$ cat config.mk
export PLATFORM = sky130hd
export DESIGN_NAME = boot_remap_decoder
export DESIGN_NICKNAME = d
export VERILOG_FILES = /design/src/rtl/remap_pkg.sv /design/src/rtl/remap_cfg_reg.sv /design/src/rtl/remap_window.sv /design/src/rtl/remap_route.sv /design/src/rtl/boot_remap_decoder.sv
export SDC_FILE = /design/constraint.sdc
export NUM_CORES = 1
export LEC_CHECK = 0
export BUFFER_PORTS_ARGS = -buffer_cell sky130_fd_sc_hd__buf_2
export CORE_MARGIN = 2
export CORE_UTILIZATION = 50
export CTS_CLUSTER_SIZE = 14
export DETAILED_ROUTE_END_ITERATION = 8
export GPL_TIMING_DRIVEN = 0
export PLACE_DENSITY = 0.81
export SLEW_MARGIN = 20
export SYNTH_ARGS = -nofsm -noshare
export SYNTH_HDL_FRONTEND = slang
export SYNTH_SLANG_ARGS = --single-unit
$ cat constraint.sdc
create_clock -name clk -period 4.6 [get_ports clk]
set_clock_uncertainty 0.1 [all_clocks]
set_input_delay 0.69 -clock clk [delete_from_list [all_inputs] [get_ports clk]]
set_output_delay 0.69 -clock clk [all_outputs]
set_load 0.1 [all_outputs]
$ cat src/rtl/remap_pkg.sv
package remap_pkg;
  // Target select bit positions (one-hot response vector)
  localparam int T_ROM   = 0;
  localparam int T_OCRAM = 1;
  localparam int T_SDRAM = 2;
  localparam int T_BRA   = 3;
  localparam int T_BRB   = 4;
  localparam int NTGT    = 5;

  // Fixed window indices
  localparam int W_ROM   = 0;
  localparam int W_OCRAM = 1;
  localparam int W_BRA   = 2;
  localparam int W_BRB   = 3;
  localparam int NWIN    = 4;

  // Remap control word; bit 0 is cpu_zero_ocram
  typedef struct packed {
    logic brb_vis;
    logic bra_vis;
    logic dev_zero_ocram;
    logic cpu_zero_ocram;
  } remap_cfg_t;

  localparam int CFG_W = $bits(remap_cfg_t);
endpackage

$ cat src/rtl/remap_cfg_reg.sv
module remap_cfg_reg
  import remap_pkg::*;
(
  input  logic             clk,
  input  logic             rst,
  input  logic             wr_en,
  input  logic [CFG_W-1:0] wr_data,
  output remap_cfg_t       cfg
);
  // Write-only: whole word replaced, no read path exists.
  always_ff @(posedge clk) begin
    if (rst)        cfg <= '0;
    else if (wr_en) cfg <= remap_cfg_t'(wr_data);
  end

  // setting changes only on a write
  assert_cfg_hold_R10: assert property (@(posedge clk) disable iff (rst)
    !$past(wr_en) |-> $stable(cfg));
endmodule

$ cat src/rtl/remap_window.sv
module remap_window #(
  parameter int              ADDR_W = 32,
  parameter logic [ADDR_W-1:0] BASE = '0,
  parameter logic [ADDR_W-1:0] SIZE = '1
) (
  input  logic [ADDR_W-1:0] addr,
  output logic              hit,
  output logic [ADDR_W-1:0] offset
);
  always_comb begin
    offset = addr - BASE;
    hit    = (addr >= BASE) && (offset < SIZE);
  end
endmodule

$ cat src/rtl/remap_route.sv
module remap_route
  import remap_pkg::*;
#(
  parameter int                ADDR_W     = 32,
  parameter logic [ADDR_W-1:0] MEM_SIZE   = 32'h0001_0000,
  parameter logic [ADDR_W-1:0] ALIAS_SIZE = 32'h0010_0000,
  parameter logic [ADDR_W-1:0] UPPER_BASE = 32'hC000_0000
) (
  input  logic [ADDR_W-1:0]            addr,
  input  logic                         is_cpu,
  input  remap_cfg_t                   cfg,
  input  logic [NWIN-1:0]              win_hit,
  input  logic [NWIN-1:0][ADDR_W-1:0]  win_off,
  output logic [NTGT-1:0]              target,
  output logic [ADDR_W-1:0]            offset,
  output logic                         decerr
);
  logic in_alias, in_upper, alias_ocram;

  always_comb begin
    target      = '0;
    offset      = '0;
    decerr      = 1'b0;
    in_alias    = addr < ALIAS_SIZE;
    in_upper    = addr >= UPPER_BASE;
    alias_ocram = is_cpu ? cfg.cpu_zero_ocram : cfg.dev_zero_ocram;

    if (in_alias) begin
      if (!is_cpu && !cfg.dev_zero_ocram) begin
        target[T_SDRAM] = 1'b1;
        offset          = addr;
      end else if (addr < MEM_SIZE) begin
        target[alias_ocram ? T_OCRAM : T_ROM] = 1'b1;
        offset = addr;
      end else begin
        decerr = 1'b1;
      end
    end else if (!in_upper) begin
      target[T_SDRAM] = 1'b1;
      offset          = addr;
    end else if (win_hit[W_ROM]) begin
      if (is_cpu) begin
        target[T_ROM] = 1'b1;
        offset        = win_off[W_ROM];
      end else begin
        decerr = 1'b1;
      end
    end else if (win_hit[W_OCRAM]) begin
      target[T_OCRAM] = 1'b1;
      offset          = win_off[W_OCRAM];
    end else if (win_hit[W_BRA]) begin
      if (cfg.bra_vis) begin
        target[T_BRA] = 1'b1;
        offset        = win_off[W_BRA];
      end else begin
        decerr = 1'b1;
      end
    end else if (win_hit[W_BRB]) begin
      if (cfg.brb_vis) begin
        target[T_BRB] = 1'b1;
        offset        = win_off[W_BRB];
      end else begin
        decerr = 1'b1;
      end
    end else begin
      decerr = 1'b1;
    end
  end
endmodule

$ cat src/rtl/boot_remap_decoder.sv
module boot_remap_decoder
  import remap_pkg::*;
#(
  parameter int                ADDR_W     = 32,
  parameter logic [ADDR_W-1:0] MEM_SIZE   = 32'h0001_0000,
  parameter logic [ADDR_W-1:0] ALIAS_SIZE = 32'h0010_0000,
  parameter logic [ADDR_W-1:0] UPPER_BASE = 32'hC000_0000,
  parameter logic [ADDR_W-1:0] ROM_BASE   = 32'hFFFD_0000,
  parameter logic [ADDR_W-1:0] OCRAM_BASE = 32'hFFFF_0000,
  parameter logic [ADDR_W-1:0] BRA_BASE   = 32'hC000_0000,
  parameter logic [ADDR_W-1:0] BRA_SIZE   = 32'h2000_0000,
  parameter logic [ADDR_W-1:0] BRB_BASE   = 32'hFF20_0000,
  parameter logic [ADDR_W-1:0] BRB_SIZE   = 32'h0020_0000
) (
  input  logic              clk,
  input  logic              rst,
  input  logic              cfg_wr_en,
  input  logic [3:0]        cfg_wr_data,
  input  logic              req_valid,
  input  logic              req_is_cpu,
  input  logic [ADDR_W-1:0] req_addr,
  output logic              rsp_valid,
  output logic [4:0]        rsp_target,
  output logic [ADDR_W-1:0] rsp_offset,
  output logic              rsp_decerr
);
  localparam logic [ADDR_W-1:0] WIN_BASE [NWIN] = '{ROM_BASE, OCRAM_BASE, BRA_BASE, BRB_BASE};
  localparam logic [ADDR_W-1:0] WIN_SIZE [NWIN] = '{MEM_SIZE, MEM_SIZE, BRA_SIZE, BRB_SIZE};

  remap_cfg_t                  cfg;
  logic [NWIN-1:0]             win_hit;
  logic [NWIN-1:0][ADDR_W-1:0] win_off;
  logic [NTGT-1:0]             nxt_target;
  logic [ADDR_W-1:0]           nxt_offset;
  logic                        nxt_decerr;

  remap_cfg_reg u_cfg (
    .clk     (clk),
    .rst     (rst),
    .wr_en   (cfg_wr_en),
    .wr_data (cfg_wr_data),
    .cfg     (cfg)
  );

  for (genvar g = 0; g < NWIN; g++) begin : g_win
    remap_window #(
      .ADDR_W (ADDR_W),
      .BASE   (WIN_BASE[g]),
      .SIZE   (WIN_SIZE[g])
    ) u_win (
      .addr   (req_addr),
      .hit    (win_hit[g]),
      .offset (win_off[g])
    );
  end

  remap_route #(
    .ADDR_W     (ADDR_W),
    .MEM_SIZE   (MEM_SIZE),
    .ALIAS_SIZE (ALIAS_SIZE),
    .UPPER_BASE (UPPER_BASE)
  ) u_route (
    .addr    (req_addr),
    .is_cpu  (req_is_cpu),
    .cfg     (cfg),
    .win_hit (win_hit),
    .win_off (win_off),
    .target  (nxt_target),
    .offset  (nxt_offset),
    .decerr  (nxt_decerr)
  );

  always_ff @(posedge clk) begin
    if (rst) begin
      rsp_valid  <= 1'b0;
      rsp_target <= '0;
      rsp_offset <= '0;
      rsp_decerr <= 1'b0;
    end else begin
      rsp_valid  <= req_valid;
      rsp_target <= req_valid ? nxt_target : '0;
      rsp_offset <= req_valid ? nxt_offset : '0;
      rsp_decerr <= req_valid & nxt_decerr;
    end
  end

  // a response only follows a request
  assert_rsp_follows_req_R2: assert property (@(posedge clk) disable iff (rst)
    rsp_valid |-> $past(req_valid));
  // routed responses select exactly one target
  assert_target_onehot_R2: assert property (@(posedge clk) disable iff (rst)
    (rsp_valid && !rsp_decerr) |-> ($countones(rsp_target) == 1));
  // an error never carries a target
  assert_err_no_target_R4: assert property (@(posedge clk) disable iff (rst)
    rsp_decerr |-> (rsp_valid && rsp_target == '0 && rsp_offset == '0));
  // memory offsets stay inside the 64 KB memory
  assert_mem_offset_R4: assert property (@(posedge clk) disable iff (rst)
    (rsp_valid && (rsp_target[T_ROM] || rsp_target[T_OCRAM])) |-> (rsp_offset < MEM_SIZE));
  // boot ROM is only ever given to processor requests
  assert_rom_cpu_only_R6: assert property (@(posedge clk) disable iff (rst)
    (rsp_valid && rsp_target[T_ROM]) |-> $past(req_is_cpu));
  // a bridge is routed only while visible
  assert_bra_visible_R7: assert property (@(posedge clk) disable iff (rst)
    (rsp_valid && rsp_target[T_BRA]) |-> $past(cfg.bra_vis));
  assert_brb_visible_R7: assert property (@(posedge clk) disable iff (rst)
    (rsp_valid && rsp_target[T_BRB]) |-> $past(cfg.brb_vis));
endmodule

==> results.sh <==
export IMPL_synth_cells=231
export IMPL_synthFlopType="dfxtp_1"
export IMPL_drive_above_1_share_pct=32.18
export IMPL_fmax_mhz=299.9
export IMPL_path_clk_slew_ns=0.09
export IMPL_cts_made_buffers=5
export IMPL_die_y_um=69.67
export IMPL_drv_slew=0
export IMPL_io_pins=80
export IMPL_antenna_found_initial=0
export IMPL_ys_types=48
export IMPL_cap_violations=0
export IMPL_start_util_pct=52.76
export IMPL_io_buffer_count=78
export IMPL_cp_end_kind="flip-flop"
export IMPL_ant_nets=0
export IMPL_crit_slowest_cell="o31ai_1"
export IMPL_path_cells="buf_2, inv_1, ha_1, nor3b_1, nand4_1, o31ai_1, nand3_1, nor2_1, or2_0, and2_1"
export IMPL_critPathArrivalTime_ns=3.47
export IMPL_nNetsFinal=367
export IMPL_synth_edf_count=0
export IMPL_ys_seq_area_share_pct=39.93
export IMPL_drt_wirelength_per_cell_um=14.43
export IMPL_hp_class="flip-flop to flip-flop"
export IMPL_tightest_slew_ns=0.6733
export IMPL_dieWidth_um=69.67
export IMPL_antennaDiodeCount=0
export IMPL_power_leakage_nw=1.242
export IMPL_setup_tns_ns=0
export IMPL_post_route_min_period_ns=3.334
export IMPL_cts_setup_buffers=0
export IMPL_grt_pass1_vias=1769
export IMPL_startpoint_type="input pin"
export IMPL_tritoncts="done"
export IMPL_cts_root_buf="clkbuf_8"
export IMPL_overflow=0
export IMPL_drc_errors=0
export IMPL_viasPerCell=5.556
export IMPL_cts_htree_levels=2
export IMPL_core_um2=4086
export IMPL_cts_hold_buf=0
export IMPL_first_pass_iters=4
export IMPL_max_slew_margin_pct=53.95
export IMPL_worst_skew_pair_late_latency_ns=0.30
export IMPL_dieArea_um2=4853
export IMPL_drtIter0Drc=66
export IMPL_syn_avg_cell_area_um2=9.333
export IMPL_clkSinkCount=43
export IMPL_fin_crit_sh_pct=72.48
export IMPL_routabilityCongestion=0.9433
export IMPL_status="finished, final reports clean"
export IMPL_hold_viol_final=0
export IMPL_rsz0062_at_grt="false"
export IMPL_slowest_delay_ns=0.58
export IMPL_crit_required_ns=4.74
export IMPL_hpwl_um=4237
export IMPL_max_clock_path_buffers=2
export IMPL_grt_usage_pct=21.35
export IMPL_syn_nets=282
export IMPL_row_count=23
export IMPL_power_density_nw_per_um2=320.9
export IMPL_vias=2039
export IMPL_peakVddDrop_uv=159.2
export IMPL_final_cell_area_um2=2721
export IMPL_routed_wl_um=5294
export IMPL_setup_viol=0
export IMPL_synth_seq_cells=43
export IMPL_async_flop_share_pct=0
export IMPL_yosysWarnings=0
export IMPL_cts_resized=0
export IMPL_area_growth_pct=26.23
export IMPL_crit_type="input pin to flip-flop"
export IMPL_post_dp_cell_area_um2=2609
export IMPL_crit_fanout=8
export IMPL_netlist_area_um2=2156
export IMPL_grt_pass1_wl_um=8376
export IMPL_grt_max_degree=15
## worst paths after layout
check | slack (ns) | cells after the start | to | from
max | 1.27 | 10 | rsp_offset[23] | req_addr[17]
min | 0.41 | 2 | u_cfg.cfg[2] | u_cfg.cfg[2]
max reg2reg | 2.36 | 7 | rsp_offset[11] | u_cfg.cfg[3]
min reg2reg | 0.41 | 2 | u_cfg.cfg[2] | u_cfg.cfg[2]
## cell usage after synthesis (4+ instances only)
| master | instances | area, um^2 |
|---|---|---|
| nand2b_1 | 4 | 25.02 |
| ha_1 | 10 | 125.1 |
| nor2b_1 | 18 | 112.6 |
| nor2b_2 | 5 | 43.79 |
| inv_1 | 11 | 41.29 |
| mux2i_1 | 6 | 60.06 |
| dfxtp_1 | 43 | 860.8 |
| and2_1 | 9 | 56.30 |
| nor3_1 | 4 | 20.02 |
| nor4_1 | 7 | 43.79 |
| clkbuf_1 | 8 | 30.03 |
| o2111ai_1 | 4 | 35.03 |
| o21ai_0 | 5 | 25.02 |
| a21oi_1 | 5 | 25.02 |
| nand3_1 | 9 | 45.04 |
| nand4_1 | 9 | 56.30 |
| nor3b_1 | 4 | 30.03 |
| nand2_1 | 8 | 30.03 |
| nor2_1 | 18 | 67.56 |
## registers in the layout, summed over array words and instances, names as in the netlist
signal,count
rsp_decerr,1
rsp_offset,32
rsp_target,5
rsp_valid,1
u_cfg.cfg,4
## logic make-up (layout without fill, tap and decap cells)
| kind of cell | count (synthesis) | after routing | share of synthesized area [%] |
|---|---|---|---|
| buf+inv | 20 | 106 | 3.831 |
| flops | 43 | 43 | 39.93 |
| fa+ha+maj | 10 | 10 | 5.804 |
| xor+xnor | 3 | 3 | 1.219 |
| compound gates | 35 | 35 | 12.77 |
| simple gates | 111 | 111 | 31.92 |
| mux | 9 | 9 | 4.527 |
## stage by stage
| step | instances | utilization, % | total power, mW | hold WS, ns | setup slack [ns] |
|---|---|---|---|---|---|
| 5_1_grt | 367 | 66.60 | 0.9098 | 0.4353 | 1.015 |
| 4_1_cts | 367 | 66.60 | 0.8774 | 0.4151 | 1.269 |
| 2_1_floorplan | 231 | - | 0.5371 | 0.3605 | 1.780 |
| 6_report | 367 | 66.60 | 0.8734 | 0.4137 | 1.266 |
| 3_3_place_gp | 359 | 63.84 | 0.5874 | 0.3799 | 1.095 |
| 3_5_place_dp | 359 | 63.84 | 0.5891 | 0.3937 | 0.9900 |
## placed cells by master, fill, tap and decap left out, types with 2 or more instances in the layout
cell type | synthesis | layout
o211ai_1 | 2 | 2
o31ai_1 | 2 | 2
nand4_4 | 2 | 2
clkbuf_8 | 0 | 5
and4_1 | 3 | 3
inv_1 | 11 | 11
nor4_1 | 7 | 7
buf_2 | 0 | 78
nor3_1 | 4 | 4
o21ai_0 | 5 | 5
xor2_1 | 2 | 2
mux2_2 | 2 | 2
nand4_1 | 9 | 9
a31oi_1 | 3 | 3
nor2_1 | 18 | 18
or3_1 | 2 | 2
nor2b_1 | 18 | 18
o21a_1 | 2 | 2
and2_1 | 9 | 9
dfxtp_1 | 43 | 43
nand3_1 | 9 | 9
a21oi_1 | 5 | 5
o22ai_1 | 2 | 2
nor3b_1 | 4 | 4
and3_1 | 3 | 3
ha_1 | 10 | 10
clkbuf_1 | 8 | 8
nand2_1 | 8 | 8
o32ai_1 | 2 | 2
nor2b_2 | 5 | 5
nand2b_1 | 4 | 4
o2111ai_1 | 4 | 4
mux2i_1 | 6 | 6
## power by group
| part | internal (mW) | switching, mW |
|---|---|---|
| sequential | 0.386 | 0.00399 |
| combinational | 0.0471 | 0.144 |
| clock | 0.162 | 0.131 |
| total | 0.594 | 0.279 |
## per-layer routing
metal  track usage (%)  routed length, um
met5                 0                  0
met4             4.487                 48
met3             4.942                423
met2             35.58               2455
met1             28.32               2366
## final cells by class
cell class	instances	area, um^2
fillers	339	1365
well taps	50	62.56
multi-input cells	168	1212
flip-flops and latches	43	860.8
clock buffers	5	68.82
plain buffers	9	41.29
inverters	11	41.29
clock inverters	3	43.79
repair buffers	78	390.4
## worst max-delay path: cells and delay by family
| family | cells | cell delay, ns |
|---|---|---|
| buf+inv | 2 | 0.22 |
| compound gates | 1 | 0.58 |
| fa+ha+maj | 1 | 0.22 |
| simple gates | 6 | 1.76 |
(Power assumes the default switching activity.)
